--- src/rtl/rn_pkg.sv ---
package rn_pkg;
    localparam int unsigned ARCH_REGS = 32;
    localparam int unsigned PHYS_REGS = 64;

    // mapping table read port assignment
    localparam int unsigned RD_S0_A   = 0;
    localparam int unsigned RD_S0_B   = 1;
    localparam int unsigned RD_S1_A   = 2;
    localparam int unsigned RD_S1_B   = 3;
    localparam int unsigned RD_S0_DST = 4;
    localparam int unsigned RD_S1_DST = 5;
    localparam int unsigned RD_PORTS  = 6;
endpackage

--- src/rtl/rn_free_fifo.sv ---
module rn_free_fifo #(
    parameter int unsigned ARCH_REGS = rn_pkg::ARCH_REGS,
    parameter int unsigned PHYS_REGS = rn_pkg::PHYS_REGS
) (
    input  logic                                      clk,
    input  logic                                      rst_n,
    input  logic [1:0]                                pop_cnt,
    output logic [$clog2(PHYS_REGS)-1:0]              head0,
    output logic [$clog2(PHYS_REGS)-1:0]              head1,
    input  logic                                      push_en,
    input  logic [$clog2(PHYS_REGS)-1:0]              push_tag,
    output logic [$clog2(PHYS_REGS-ARCH_REGS+1)-1:0]  free_cnt
);
    localparam int unsigned DEPTH = PHYS_REGS - ARCH_REGS;
    localparam int unsigned PW    = $clog2(PHYS_REGS);
    localparam int unsigned IW    = $clog2(DEPTH);
    localparam int unsigned CW    = $clog2(DEPTH + 1);

    logic [PW-1:0] slots [DEPTH];
    logic [IW-1:0] rd_ptr;
    logic [IW-1:0] wr_ptr;
    logic [CW-1:0] cnt_q;

    function automatic logic [IW-1:0] bump(input logic [IW-1:0] p);
        return (p == IW'(DEPTH - 1)) ? '0 : p + 1'b1;
    endfunction

    assign head0    = slots[rd_ptr];
    assign head1    = slots[bump(rd_ptr)];
    assign free_cnt = cnt_q;

    always_ff @(posedge clk) begin
        if (!rst_n) begin
            for (int i = 0; i < int'(DEPTH); i++) begin
                slots[i] <= PW'(int'(ARCH_REGS) + i);
            end
            rd_ptr <= '0;
            wr_ptr <= '0;
            cnt_q  <= CW'(DEPTH);
        end else begin
            if (push_en) begin
                slots[wr_ptr] <= push_tag;
                wr_ptr        <= bump(wr_ptr);
            end
            unique case (pop_cnt)
                2'd1:    rd_ptr <= bump(rd_ptr);
                2'd2:    rd_ptr <= bump(bump(rd_ptr));
                default: rd_ptr <= rd_ptr;
            endcase
            cnt_q <= cnt_q - CW'(pop_cnt) + CW'(push_en);
        end
    end

    AST_NO_OVERFLOW: assert property (@(posedge clk) disable iff (!rst_n)
        push_en |-> (cnt_q < CW'(DEPTH)));

    AST_NO_UNDERFLOW: assert property (@(posedge clk) disable iff (!rst_n)
        (pop_cnt != 2'd0) |-> (CW'(pop_cnt) <= cnt_q));
endmodule

--- src/rtl/rn_map_table.sv ---
module rn_map_table #(
    parameter int unsigned ARCH_REGS = rn_pkg::ARCH_REGS,
    parameter int unsigned PHYS_REGS = rn_pkg::PHYS_REGS,
    parameter int unsigned NRD       = rn_pkg::RD_PORTS
) (
    input  logic                                          clk,
    input  logic                                          rst_n,
    input  logic [NRD-1:0][$clog2(ARCH_REGS)-1:0]         rd_addr,
    output logic [NRD-1:0][$clog2(PHYS_REGS)-1:0]         rd_data,
    input  logic                                          we0,
    input  logic [$clog2(ARCH_REGS)-1:0]                  wa0,
    input  logic [$clog2(PHYS_REGS)-1:0]                  wd0,
    input  logic                                          we1,
    input  logic [$clog2(ARCH_REGS)-1:0]                  wa1,
    input  logic [$clog2(PHYS_REGS)-1:0]                  wd1
);
    localparam int unsigned AW = $clog2(ARCH_REGS);
    localparam int unsigned PW = $clog2(PHYS_REGS);

    logic [PW-1:0] map_q [ARCH_REGS];

    for (genvar g = 0; g < int'(NRD); g++) begin : g_rd
        assign rd_data[g] = map_q[rd_addr[g]];
    end

    always_ff @(posedge clk) begin
        if (!rst_n) begin
            for (int i = 0; i < int'(ARCH_REGS); i++) begin
                map_q[i] <= PW'(i);
            end
        end else begin
            if (we0) begin
                map_q[wa0] <= wd0;
            end
            if (we1) begin
                map_q[wa1] <= wd1;  // younger slot lands last
            end
        end
    end

    AST_ZERO_PINNED_S0: assert property (@(posedge clk) disable iff (!rst_n)
        we0 |-> (wa0 != AW'(0)));

    AST_ZERO_PINNED_S1: assert property (@(posedge clk) disable iff (!rst_n)
        we1 |-> (wa1 != AW'(0)));
endmodule

--- src/rtl/rn_group_steer.sv ---
module rn_group_steer #(
    parameter int unsigned ARCH_REGS = rn_pkg::ARCH_REGS,
    parameter int unsigned PHYS_REGS = rn_pkg::PHYS_REGS
) (
    input  logic                                      s0_valid,
    input  logic                                      s0_wr_dst,
    input  logic [$clog2(ARCH_REGS)-1:0]              s0_dst,
    input  logic                                      s1_valid,
    input  logic                                      s1_wr_dst,
    input  logic [$clog2(ARCH_REGS)-1:0]              s1_src1,
    input  logic [$clog2(ARCH_REGS)-1:0]              s1_src2,
    input  logic [$clog2(ARCH_REGS)-1:0]              s1_dst,
    input  logic [rn_pkg::RD_PORTS-1:0][$clog2(PHYS_REGS)-1:0] tbl,
    input  logic [$clog2(PHYS_REGS)-1:0]              head0,
    input  logic [$clog2(PHYS_REGS)-1:0]              head1,
    input  logic [$clog2(PHYS_REGS-ARCH_REGS+1)-1:0]  free_cnt,
    output logic                                      grp_ready,
    output logic [1:0]                                pop_cnt,
    output logic                                      we0,
    output logic                                      we1,
    output logic [$clog2(PHYS_REGS)-1:0]              s0_psrc1,
    output logic [$clog2(PHYS_REGS)-1:0]              s0_psrc2,
    output logic [$clog2(PHYS_REGS)-1:0]              s0_pdst,
    output logic [$clog2(PHYS_REGS)-1:0]              s0_pold,
    output logic [$clog2(PHYS_REGS)-1:0]              s1_psrc1,
    output logic [$clog2(PHYS_REGS)-1:0]              s1_psrc2,
    output logic [$clog2(PHYS_REGS)-1:0]              s1_pdst,
    output logic [$clog2(PHYS_REGS)-1:0]              s1_pold
);
    import rn_pkg::*;

    localparam int unsigned AW = $clog2(ARCH_REGS);
    localparam int unsigned PW = $clog2(PHYS_REGS);
    localparam int unsigned CW = $clog2(PHYS_REGS - ARCH_REGS + 1);

    logic          alloc0;
    logic          alloc1;
    logic [1:0]    need;
    logic [PW-1:0] new0;
    logic [PW-1:0] new1;
    logic [1:0]    hit_src;
    logic          hit_dst;
    logic [1:0][AW-1:0] s1_srcs;
    logic [1:0][PW-1:0] s1_tbl;
    logic [1:0][PW-1:0] s1_phys;

    assign alloc0 = s0_valid && s0_wr_dst && (s0_dst != AW'(0));
    assign alloc1 = s1_valid && s1_wr_dst && (s1_dst != AW'(0));
    assign need   = {1'b0, alloc0} + {1'b0, alloc1};

    assign grp_ready = (CW'(need) <= free_cnt);
    assign pop_cnt   = grp_ready ? need : 2'd0;

    assign new0 = head0;
    assign new1 = alloc0 ? head1 : head0;

    // same-group dependence on the older slot, in parallel with the table read
    assign s1_srcs = {s1_src2, s1_src1};
    assign s1_tbl  = {tbl[RD_S1_B], tbl[RD_S1_A]};
    for (genvar g = 0; g < 2; g++) begin : g_fwd
        assign hit_src[g] = alloc0 && (s1_srcs[g] == s0_dst);
        assign s1_phys[g] = hit_src[g] ? new0 : s1_tbl[g];
    end
    assign hit_dst = alloc0 && (s1_dst == s0_dst);

    always_comb begin
        s0_psrc1 = tbl[RD_S0_A];
        s0_psrc2 = tbl[RD_S0_B];
        s0_pdst  = alloc0 ? new0 : '0;
        s0_pold  = alloc0 ? tbl[RD_S0_DST] : '0;
        s1_psrc1 = s1_phys[0];
        s1_psrc2 = s1_phys[1];
        s1_pdst  = alloc1 ? new1 : '0;
        s1_pold  = '0;
        if (alloc1) begin
            s1_pold = hit_dst ? new0 : tbl[RD_S1_DST];
        end
    end

    assign we0 = grp_ready && alloc0;
    assign we1 = grp_ready && alloc1;
endmodule

--- src/rtl/rn_rename2.sv ---
module rn_rename2 #(
    parameter int unsigned ARCH_REGS = rn_pkg::ARCH_REGS,
    parameter int unsigned PHYS_REGS = rn_pkg::PHYS_REGS
) (
    input  logic                                      clk,
    input  logic                                      rst_n,
    input  logic                                      s0_valid,
    input  logic [$clog2(ARCH_REGS)-1:0]              s0_src1,
    input  logic [$clog2(ARCH_REGS)-1:0]              s0_src2,
    input  logic [$clog2(ARCH_REGS)-1:0]              s0_dst,
    input  logic                                      s0_wr_dst,
    input  logic                                      s1_valid,
    input  logic [$clog2(ARCH_REGS)-1:0]              s1_src1,
    input  logic [$clog2(ARCH_REGS)-1:0]              s1_src2,
    input  logic [$clog2(ARCH_REGS)-1:0]              s1_dst,
    input  logic                                      s1_wr_dst,
    output logic                                      grp_ready,
    output logic [$clog2(PHYS_REGS)-1:0]              s0_psrc1,
    output logic [$clog2(PHYS_REGS)-1:0]              s0_psrc2,
    output logic [$clog2(PHYS_REGS)-1:0]              s0_pdst,
    output logic [$clog2(PHYS_REGS)-1:0]              s0_pold,
    output logic [$clog2(PHYS_REGS)-1:0]              s1_psrc1,
    output logic [$clog2(PHYS_REGS)-1:0]              s1_psrc2,
    output logic [$clog2(PHYS_REGS)-1:0]              s1_pdst,
    output logic [$clog2(PHYS_REGS)-1:0]              s1_pold,
    input  logic                                      rel_valid,
    input  logic [$clog2(PHYS_REGS)-1:0]              rel_preg,
    output logic [$clog2(PHYS_REGS-ARCH_REGS+1)-1:0]  free_count
);
    import rn_pkg::*;

    localparam int unsigned AW = $clog2(ARCH_REGS);
    localparam int unsigned PW = $clog2(PHYS_REGS);
    localparam int unsigned CW = $clog2(PHYS_REGS - ARCH_REGS + 1);

    logic [RD_PORTS-1:0][AW-1:0] tbl_addr;
    logic [RD_PORTS-1:0][PW-1:0] tbl_data;
    logic [PW-1:0]               head0;
    logic [PW-1:0]               head1;
    logic [1:0]                  pop_cnt;
    logic [CW-1:0]               cnt;
    logic                        we0;
    logic                        we1;

    always_comb begin
        tbl_addr            = '0;
        tbl_addr[RD_S0_A]   = s0_src1;
        tbl_addr[RD_S0_B]   = s0_src2;
        tbl_addr[RD_S1_A]   = s1_src1;
        tbl_addr[RD_S1_B]   = s1_src2;
        tbl_addr[RD_S0_DST] = s0_dst;
        tbl_addr[RD_S1_DST] = s1_dst;
    end

    rn_map_table #(
        .ARCH_REGS (ARCH_REGS),
        .PHYS_REGS (PHYS_REGS),
        .NRD       (RD_PORTS)
    ) map_i (
        .clk     (clk),
        .rst_n   (rst_n),
        .rd_addr (tbl_addr),
        .rd_data (tbl_data),
        .we0     (we0),
        .wa0     (s0_dst),
        .wd0     (s0_pdst),
        .we1     (we1),
        .wa1     (s1_dst),
        .wd1     (s1_pdst)
    );

    rn_free_fifo #(
        .ARCH_REGS (ARCH_REGS),
        .PHYS_REGS (PHYS_REGS)
    ) pool_i (
        .clk      (clk),
        .rst_n    (rst_n),
        .pop_cnt  (pop_cnt),
        .head0    (head0),
        .head1    (head1),
        .push_en  (rel_valid),
        .push_tag (rel_preg),
        .free_cnt (cnt)
    );

    rn_group_steer #(
        .ARCH_REGS (ARCH_REGS),
        .PHYS_REGS (PHYS_REGS)
    ) steer_i (
        .s0_valid  (s0_valid),
        .s0_wr_dst (s0_wr_dst),
        .s0_dst    (s0_dst),
        .s1_valid  (s1_valid),
        .s1_wr_dst (s1_wr_dst),
        .s1_src1   (s1_src1),
        .s1_src2   (s1_src2),
        .s1_dst    (s1_dst),
        .tbl       (tbl_data),
        .head0     (head0),
        .head1     (head1),
        .free_cnt  (cnt),
        .grp_ready (grp_ready),
        .pop_cnt   (pop_cnt),
        .we0       (we0),
        .we1       (we1),
        .s0_psrc1  (s0_psrc1),
        .s0_psrc2  (s0_psrc2),
        .s0_pdst   (s0_pdst),
        .s0_pold   (s0_pold),
        .s1_psrc1  (s1_psrc1),
        .s1_psrc2  (s1_psrc2),
        .s1_pdst   (s1_pdst),
        .s1_pold   (s1_pold)
    );

    assign free_count = cnt;

    AST_STALL_HOLDS: assert property (@(posedge clk) disable iff (!rst_n)
        (!grp_ready && !rel_valid) |=> (free_count == $past(free_count)));

    AST_DISTINCT_DEST: assert property (@(posedge clk) disable iff (!rst_n)
        (grp_ready && (s0_pdst != PW'(0)) && (s1_pdst != PW'(0)))
            |-> (s0_pdst != s1_pdst));
endmodule

--- config.mk ---
export PLATFORM = sky130hd
export DESIGN_NAME = rn_rename2
export DESIGN_NICKNAME = d
export VERILOG_FILES = /design/src/rtl/rn_pkg.sv /design/src/rtl/rn_free_fifo.sv /design/src/rtl/rn_map_table.sv /design/src/rtl/rn_group_steer.sv /design/src/rtl/rn_rename2.sv
export SDC_FILE = /design/constraint.sdc
export NUM_CORES = 1
export LEC_CHECK = 0
export BUFFER_PORTS_ARGS = -buffer_cell sky130_fd_sc_hd__buf_2
export CAP_MARGIN = 20
export CORE_ASPECT_RATIO = 0.75
export CORE_UTILIZATION = 40
export CTS_BUF_LIST = sky130_fd_sc_hd__clkbuf_16
export CTS_CLUSTER_DIAMETER = 80
export DETAILED_ROUTE_END_ITERATION = 16
export PLACE_DENSITY_LB_ADDON = 0.15
export RECOVER_POWER = 25
export SKIP_CTS_REPAIR_TIMING = 1
export SLEW_MARGIN = 10
export SYNTH_ARGS = -nofsm -noshare
export SYNTH_HDL_FRONTEND = slang
export SYNTH_SLANG_ARGS = --single-unit
--- constraint.sdc ---
create_clock -name clk -period 6.13 [get_ports clk]
set_input_delay 0.613 -clock clk [delete_from_list [all_inputs] [get_ports clk]]
set_output_delay 0.613 -clock clk [all_outputs]
set_load 0.005 [all_outputs]
==> run metrics, run 1 <==
layer with the highest usage=met1; CP Max Fanout=14; Leak Pwr=9.83 nW; mapped cell area=30,100 um2; Total Neg Setup Slack=0 ns; Seq/Total Area, Yosys=0.397; Area contributors post-synth=edfxtp_1 38%, mux4_2 31%, a22oi_1 2.3%, nand2_1 2.2%, nor2_1 2.0%; Synth area leader=edfxtp_1; max-slew violation count=132; FMAX=166 MHz; die width=319 um; DRT iter0 DRCs=4,642; dominant synthesized flop cell=edfxtp_1; Distinct cells, synth=79; via count=25,133; max_cap viols=4; M1 GR Usage=0.504; Boundary Pins=98; NetSw=2.83 mW; Post-DRT Antenna Nets=0; Seq pwr share=0.409; Mapped Cells=2,317; Setup WS post-layout=0.101 ns; area of the core=74,000 um2; CP Capture Type=output port; Slew @ Worst Pin=3.44 ns; Worst Path Required=5.52 ns; initial antenna violation count=6; Post-Place Setup Slack=0.845 ns; WL/cell=40.7 um; worst hold path stage count=3; min Tclk post-route=6.03 ns; gpl congestion=1.09; CP Launch Type=flop; clock buffer depth=3; Setup CP Type=reg -> out; worst rel slew slack=-1.29; Fin Clk Skew=0.0537 ns; async set-reset flop share out of synthesis=0; Mean Syn Cell Area=13.0 um2; peak supply drop=0.000221 V; Worst EP arrival=5.42 ns; clk slew on worst S/H paths=0.06 ns; Final Hold Fails=0; H-tree Lvls=2; first-pass GRT wire length=186 mm; EDFF count, synth=384; Pre-antenna DRT Iters=8; Min-Delay Path Class=in -> reg; clk sinks=405; Logic pwr share=0.270; beginning of the worst register-to-register path=pool_i.rd_ptr[0]; failing checks=max-capacitance violations, max-slew violations; full die area=76,500 um2; DRC Markers=0; Final period util=0.984; Yosys reg bits=405; global routing usage on met2=0.433; most frequent cell after synthesis=mux4_2; synth cell count leaders=413 x mux4_2, 384 x edfxtp_1, 174 x nand2_1; internal power=5.27 mW; Final setup viols=0; Overflow after GRT=0; largest net degree at the start of global routing=78; register-to-register setup slack=1.22 ns; r2r endpoint=map_i.map_q[13][1]; number of buffers created by CTS=46; Tot GR Track Use=0.350; Initial Utilization=0.407; PortBufs=97; layout cells sized above 1=0.305; final WL=135 mm; CP peak stage delay=0.75 ns; cell chosen for the clock root=clkbuf_16; RSZ-0062 raised after global routing=false; worst skew pair latency=0.63 ns; run status=finished with violations; worst-path cell with the longest stage delay=dfxtp_1; Power Density=246 nW/um2; met3 GRT Util=0.202; FF-to-FF path depth=11; post-synth top area share=0.383; Die Ht=240 um; Hold Crit Start=rel_valid; crit path cell chain=ha_1 -> and3_1 -> ha_1 -> inv_1 -> nand2_1 -> buf_4 -> nand2_1 -> nand4_1 -> nand4_1 -> and2_1 -> a211oi_1 -> buf_2; detailed placement HPWL=96.6 mm; warnings from Yosys=0; FP Rows=86; vias in the first global route=23,317; TritonCTS clock tree=done; vias per cell=7.59; worst hold endpoint=pool_i.wr_ptr[1]; clock share of power=0.321; synth-to-layout area growth=9.19%; sw frac=0.349; fin nets=2,372
## worst max-delay path by stage
stage	from	endpoint	cells past startpoint
after global routing	pool_i.rd_ptr[0]	s1_pdst[0]	12
after CTS	pool_i.rd_ptr[0]	s1_pdst[1]	11
after global placement	pool_i.rd_ptr[0]	s1_pdst[1]	11
after floorplan	s0_dst[2]	pool_i.free_cnt[4]	27
after detailed placement	pool_i.rd_ptr[0]	s1_pdst[1]	11
final	pool_i.rd_ptr[0]	s1_pdst[0]	12
## layer usage
metal,up-vias,wire length (um)
met4,12,4330
met2,2407,50000
met5,-,202
met1,12822,53100
li1,9564,-
met3,328,27100
## logic make-up (layout without fill, tap and decap cells)
logic type | after synthesis | after routing | share of synthesized area
adders and majority gates | 23 | 23 | 0.00980
other | 1 | 10 | 0.000124
buffers and inverters | 281 | 299 | 0.0395
and+or+nand+nor | 665 | 665 | 0.110
xor gates and xnor gates | 23 | 23 | 0.00668
muxes | 487 | 487 | 0.340
AOI/OAI and AO/OA | 432 | 432 | 0.0977
DFF | 405 | 405 | 0.397
## critical path, delay by kind of cell (launching register included)
| kind | cells | cell delay, ns |
|---|---|---|
| AO/OA/AOI/OAI | 1 | 0.70 |
| buffers and inverters | 3 | 0.80 |
| flip-flops | 1 | 0.75 |
| AND/OR/NAND/NOR | 6 | 1.70 |
| adder cells (fa/ha/maj) | 2 | 0.83 |
## state kept, by name, summed over array words and instances, names as in the netlist, named ones only
register	flops
pool_i.wr_ptr	5
map_i.map_q	192
pool_i.rd_ptr	5
pool_i.slots	192
pool_i.free_cnt	6
## stage by stage
step / utilization / cells / instance area (um2) / power (mW) / hold WS, ns
floorplan: - / 2322 / 30200 / 4.59 / 0.488
global placement: 0.425 / 3210 / 31500 / 5.44 / 0.517
detailed placement: 0.425 / 3211 / 31500 / 5.44 / 0.529
CTS: 0.443 / 3293 / 32800 / 7.99 / 0.426
global route: 0.444 / 3308 / 32900 / 8.25 / 0.493
finish: 0.445 / 3312 / 32900 / 8.10 / 0.449
## placed cells by master, fill, tap and decap left out, drive strengths merged, types with 6 or more instances in the layout
cell    instances
mux4          424
edfxtp        384
buf           175
nand2         174
nor2          161
o21ai          94
a22oi          91
or3            80
o22ai          78
nand3          61
clkbuf         56
nor3           54
mux2i          42
inv            40
and2           36
a21oi          30
o211ai         25
clkinv         25
and3           24
ha             22
mux2           21
dfxtp          21
nand3b         18
nand4          16
a221oi         15
a31oi          13
xor2           12
a22o           12
xnor2          11
a21o           11
o21a           10
o32ai           9
or2             7
a211oi          7
nor2b           6
or3b            6
o21bai          6
conb            6
nor3b           6
## power by group through the flow
stage          Combinational, mW  Clock (mW)  Sequential [mW]
3_5_place_dp                2.09           0             3.35
5_1_grt                     2.24        2.70             3.32
2_1_floorplan               1.37           0             3.22
4_1_cts                     2.10        2.60             3.30
6_report                    2.19        2.60             3.32
3_3_place_gp                2.10           0             3.35
## cell type report
cell class | instances | area, um2
Antenna cell | 4 | 10.0
Clock buffer | 46 | 1150
Clock inverter | 36 | 210
Fill cell | 6713 | 41100
Inverter | 32 | 123
Multi-Input combinational cell | 1636 | 17100
Sequential cell | 405 | 12000
Tap cell | 968 | 1210
Timing Repair Buffer | 185 | 1150
No activity file was read; power rests on OpenSTA's default activity.
==> inputs of run 2 (changes only) <==
--- a/config.mk
+++ b/config.mk
@@ -8,6 +8,7 @@
 export BUFFER_PORTS_ARGS = -buffer_cell sky130_fd_sc_hd__buf_2
 export CAP_MARGIN = 20
 export CORE_ASPECT_RATIO = 0.75
+export CORE_MARGIN = 8
 export CORE_UTILIZATION = 40
 export CTS_BUF_LIST = sky130_fd_sc_hd__clkbuf_16
 export CTS_CLUSTER_DIAMETER = 80
==> run 2 against run 1 <==
Against the previous run: the flow still finishes with violations (max-capacitance violations, max-slew violations); routed wire length increased by 2.0%; critical path type unchanged; critical path depth increased by 1; power increased by 3.2%; clock power increased by 7%; first-iteration DRC count increased by 1.9%; sequential share of layout area decreased by 0.072 points; flip-flop and latch count unchanged; combinational power increased by 4%; global-route usage decreased by 3.5 points; setup slack improved by 0.58 ns; maximum frequency increased by 11%; utilization decreased by 0.42 points.
==> run metrics, run 2 (synthesis gave the netlist of run 1 again) <==
full die area=84,500 um2 (+10%); DR WL met3=27.6 mm (+1.8%); TritonCTS clock tree=done; Worst EP arrival=4.84 ns (-0.58 ns); gpl congestion=1.06 (-2.5%); vias per cell=7.64 (+0.73%); Initial Utilization=0.402 (-0.00468); layout cells sized above 1=0.306 (+0.00147); DRC Markers=0 (unchanged); clk sinks=405 (unchanged); FMAX=183 MHz (+11%); worst-path cell with the longest stage delay=mux4_2; initial antenna violation count=4 (-2); most frequent cells in the layout=413 x mux4_2, 384 x edfxtp_1, 171 x nand2_1; fin cells=3,313 (+0.030%); most common cell after layout, fill and taps aside=mux4_2; Final Util=0.440 (-0.00424); fin nets=2,362 (-0.42%); Final Hold Fails=0 (unchanged); worst rel slew slack=-0.335 (+0.955); Seq pwr share=0.394 (-0.015); first-pass GRT wire length=189 mm (+1.6%); FP Rows=87 (+1.2%); crit path cell chain=buf_4 -> ha_1 -> and3_1 -> ha_1 -> nor2_4 -> buf_12 -> mux4_2 -> o21ai_0 -> o211ai_1 -> o21ai_4 -> buf_4 -> o22ai_1 -> buf_2; RSZ-0062 raised after global routing=false; Fin Clk Skew=0.0261 ns (-0.0276 ns); highest routed layer=met5; internal power=5.40 mW (+2.6%); CP delay by family, top=compound AO/OA/AOI/OAI gates; vias in the first global route=23,543 (+0.97%); DRT met1 WL=53.1 mm (+0.12%); Power Density=253 nW/um2 (+3.0%); Final period util=0.889 (-0.0945); CP peak stage delay=0.61 ns (-0.14 ns); cell chosen for the clock root=clkbuf_16; via count=25,324 (+0.76%); Setup CP Type=reg -> out; Slew @ Worst Pin=2.00 ns (-1.43 ns); DRT iter0 DRCs=4,728 (+1.9%); Logic pwr share=0.273 (+0.003); final WL=137 mm (+2.0%); CP Launch Type=flop; Hold WS=0.469 ns (+0.0203 ns); register-to-register setup slack=1.38 ns (+0.16 ns); Bufs and invs on worst path=4 (+1); WL/cell=41.5 um (+2.0%); Post-Place Cells=3,224 (+0.40%); worst skew pair latency=0.61 ns (-0.02 ns); Tot GR Track Use=0.315 (-0.0352); Post-DRT Antenna Nets=0 (unchanged); clock share of power=0.334 (+0.013); Die Ht=254 um (+5.8%); sw frac=0.353 (+0.00398); max-slew violation count=156 (+18%); run status=finished with violations; min Tclk post-route=5.45 ns (-0.579 ns); number of buffers created by CTS=46 (unchanged); Leak Pwr=9.82 nW (about the same); area of the core=74,900 um2 (+1.2%); PortBufs=97 (unchanged); H-tree Lvls=2 (unchanged); Power Total=8.36 mW (+3.2%); clock buffer depth=3 (unchanged); Worst Path Required=5.52 ns (about the same); Total Neg Setup Slack=0 ns (unchanged); Min-Delay Path Class=in -> reg; synth-to-layout area growth=9.40%; failing checks=max-capacitance violations, max-slew violations; met2 routed WL=51.6 mm (+3.1%); detailed placement HPWL=99.8 mm (+3.3%); Final setup viols=0 (unchanged); Boundary Pins=98 (unchanged); CP Max Fanout=26 (+12); peak supply drop=0.000199 V (-9.7%); die width=333 um (+4.4%); max_cap viols=5 (+1); NetSw=2.95 mW (+4.4%); Pre-antenna DRT Iters=7 (-1); clk slew on worst S/H paths=0.06 ns (about the same); Overflow after GRT=0 (unchanged); CP Capture Type=output port; largest net degree at the start of global routing=54 (-31%)
-- run 2: power by group through the flow --
stage,registers (mW),logic (mW),clock network (mW)
4_1_cts,3.27,2.20,2.80
6_report,3.29,2.28,2.79
3_5_place_dp,3.33,2.18,0
2_1_floorplan,3.22,1.37,0
5_1_grt,3.29,2.32,2.89
3_3_place_gp,3.33,2.19,0
-- run 2: tightest hold or removal path, cell delays in order --
cell,delay (ns)
buf_2,0.20
mux2i_1,0.15
nor2_1,0.07
-- run 2: through the flow --
step / cell area [um2] / setup slack, ns
2_1_floorplan: 30200 / 1.19
4_1_cts: 33000 / 0.693
6_report: 33000 / 0.680
5_1_grt: 33000 / 0.400
3_5_place_dp: 31500 / 1.25
3_3_place_gp: 31500 / 1.25
-- run 2: cell type report --
| type | instances | area, um2 |
|---|---|---|
| fill | 6788 | 41900 |
| multi-input combinational | 1636 | 17100 |
| inverter | 32 | 123 |
| tap | 979 | 1220 |
| timing repair buffer | 175 | 1060 |
| antenna | 2 | 5.00 |
| sequential | 405 | 12000 |
| clock inverter | 38 | 333 |
| clock buffer | 46 | 1150 |
-- run 2: per-layer routing --
layer / vias up / track usage
li1: 9524 / -
met1: 12910 / 0.447
met2: 2528 / 0.395
met3: 357 / 0.184
met4: 5 / 0.0920
met5: - / 0.0276
-- run 2: path summary, 6_finish.rpt --
check | startpoint | to | cells past startpoint
setup / recovery | pool_i.rd_ptr[0] | s1_pdst[3] | 13
hold / removal | rel_valid | pool_i.wr_ptr[1] | 3
setup reg to reg | pool_i.rd_ptr[0] | map_i.map_q[20][5] | 13
hold reg to reg | pool_i.rd_ptr[4] | pool_i.rd_ptr[4] | 2
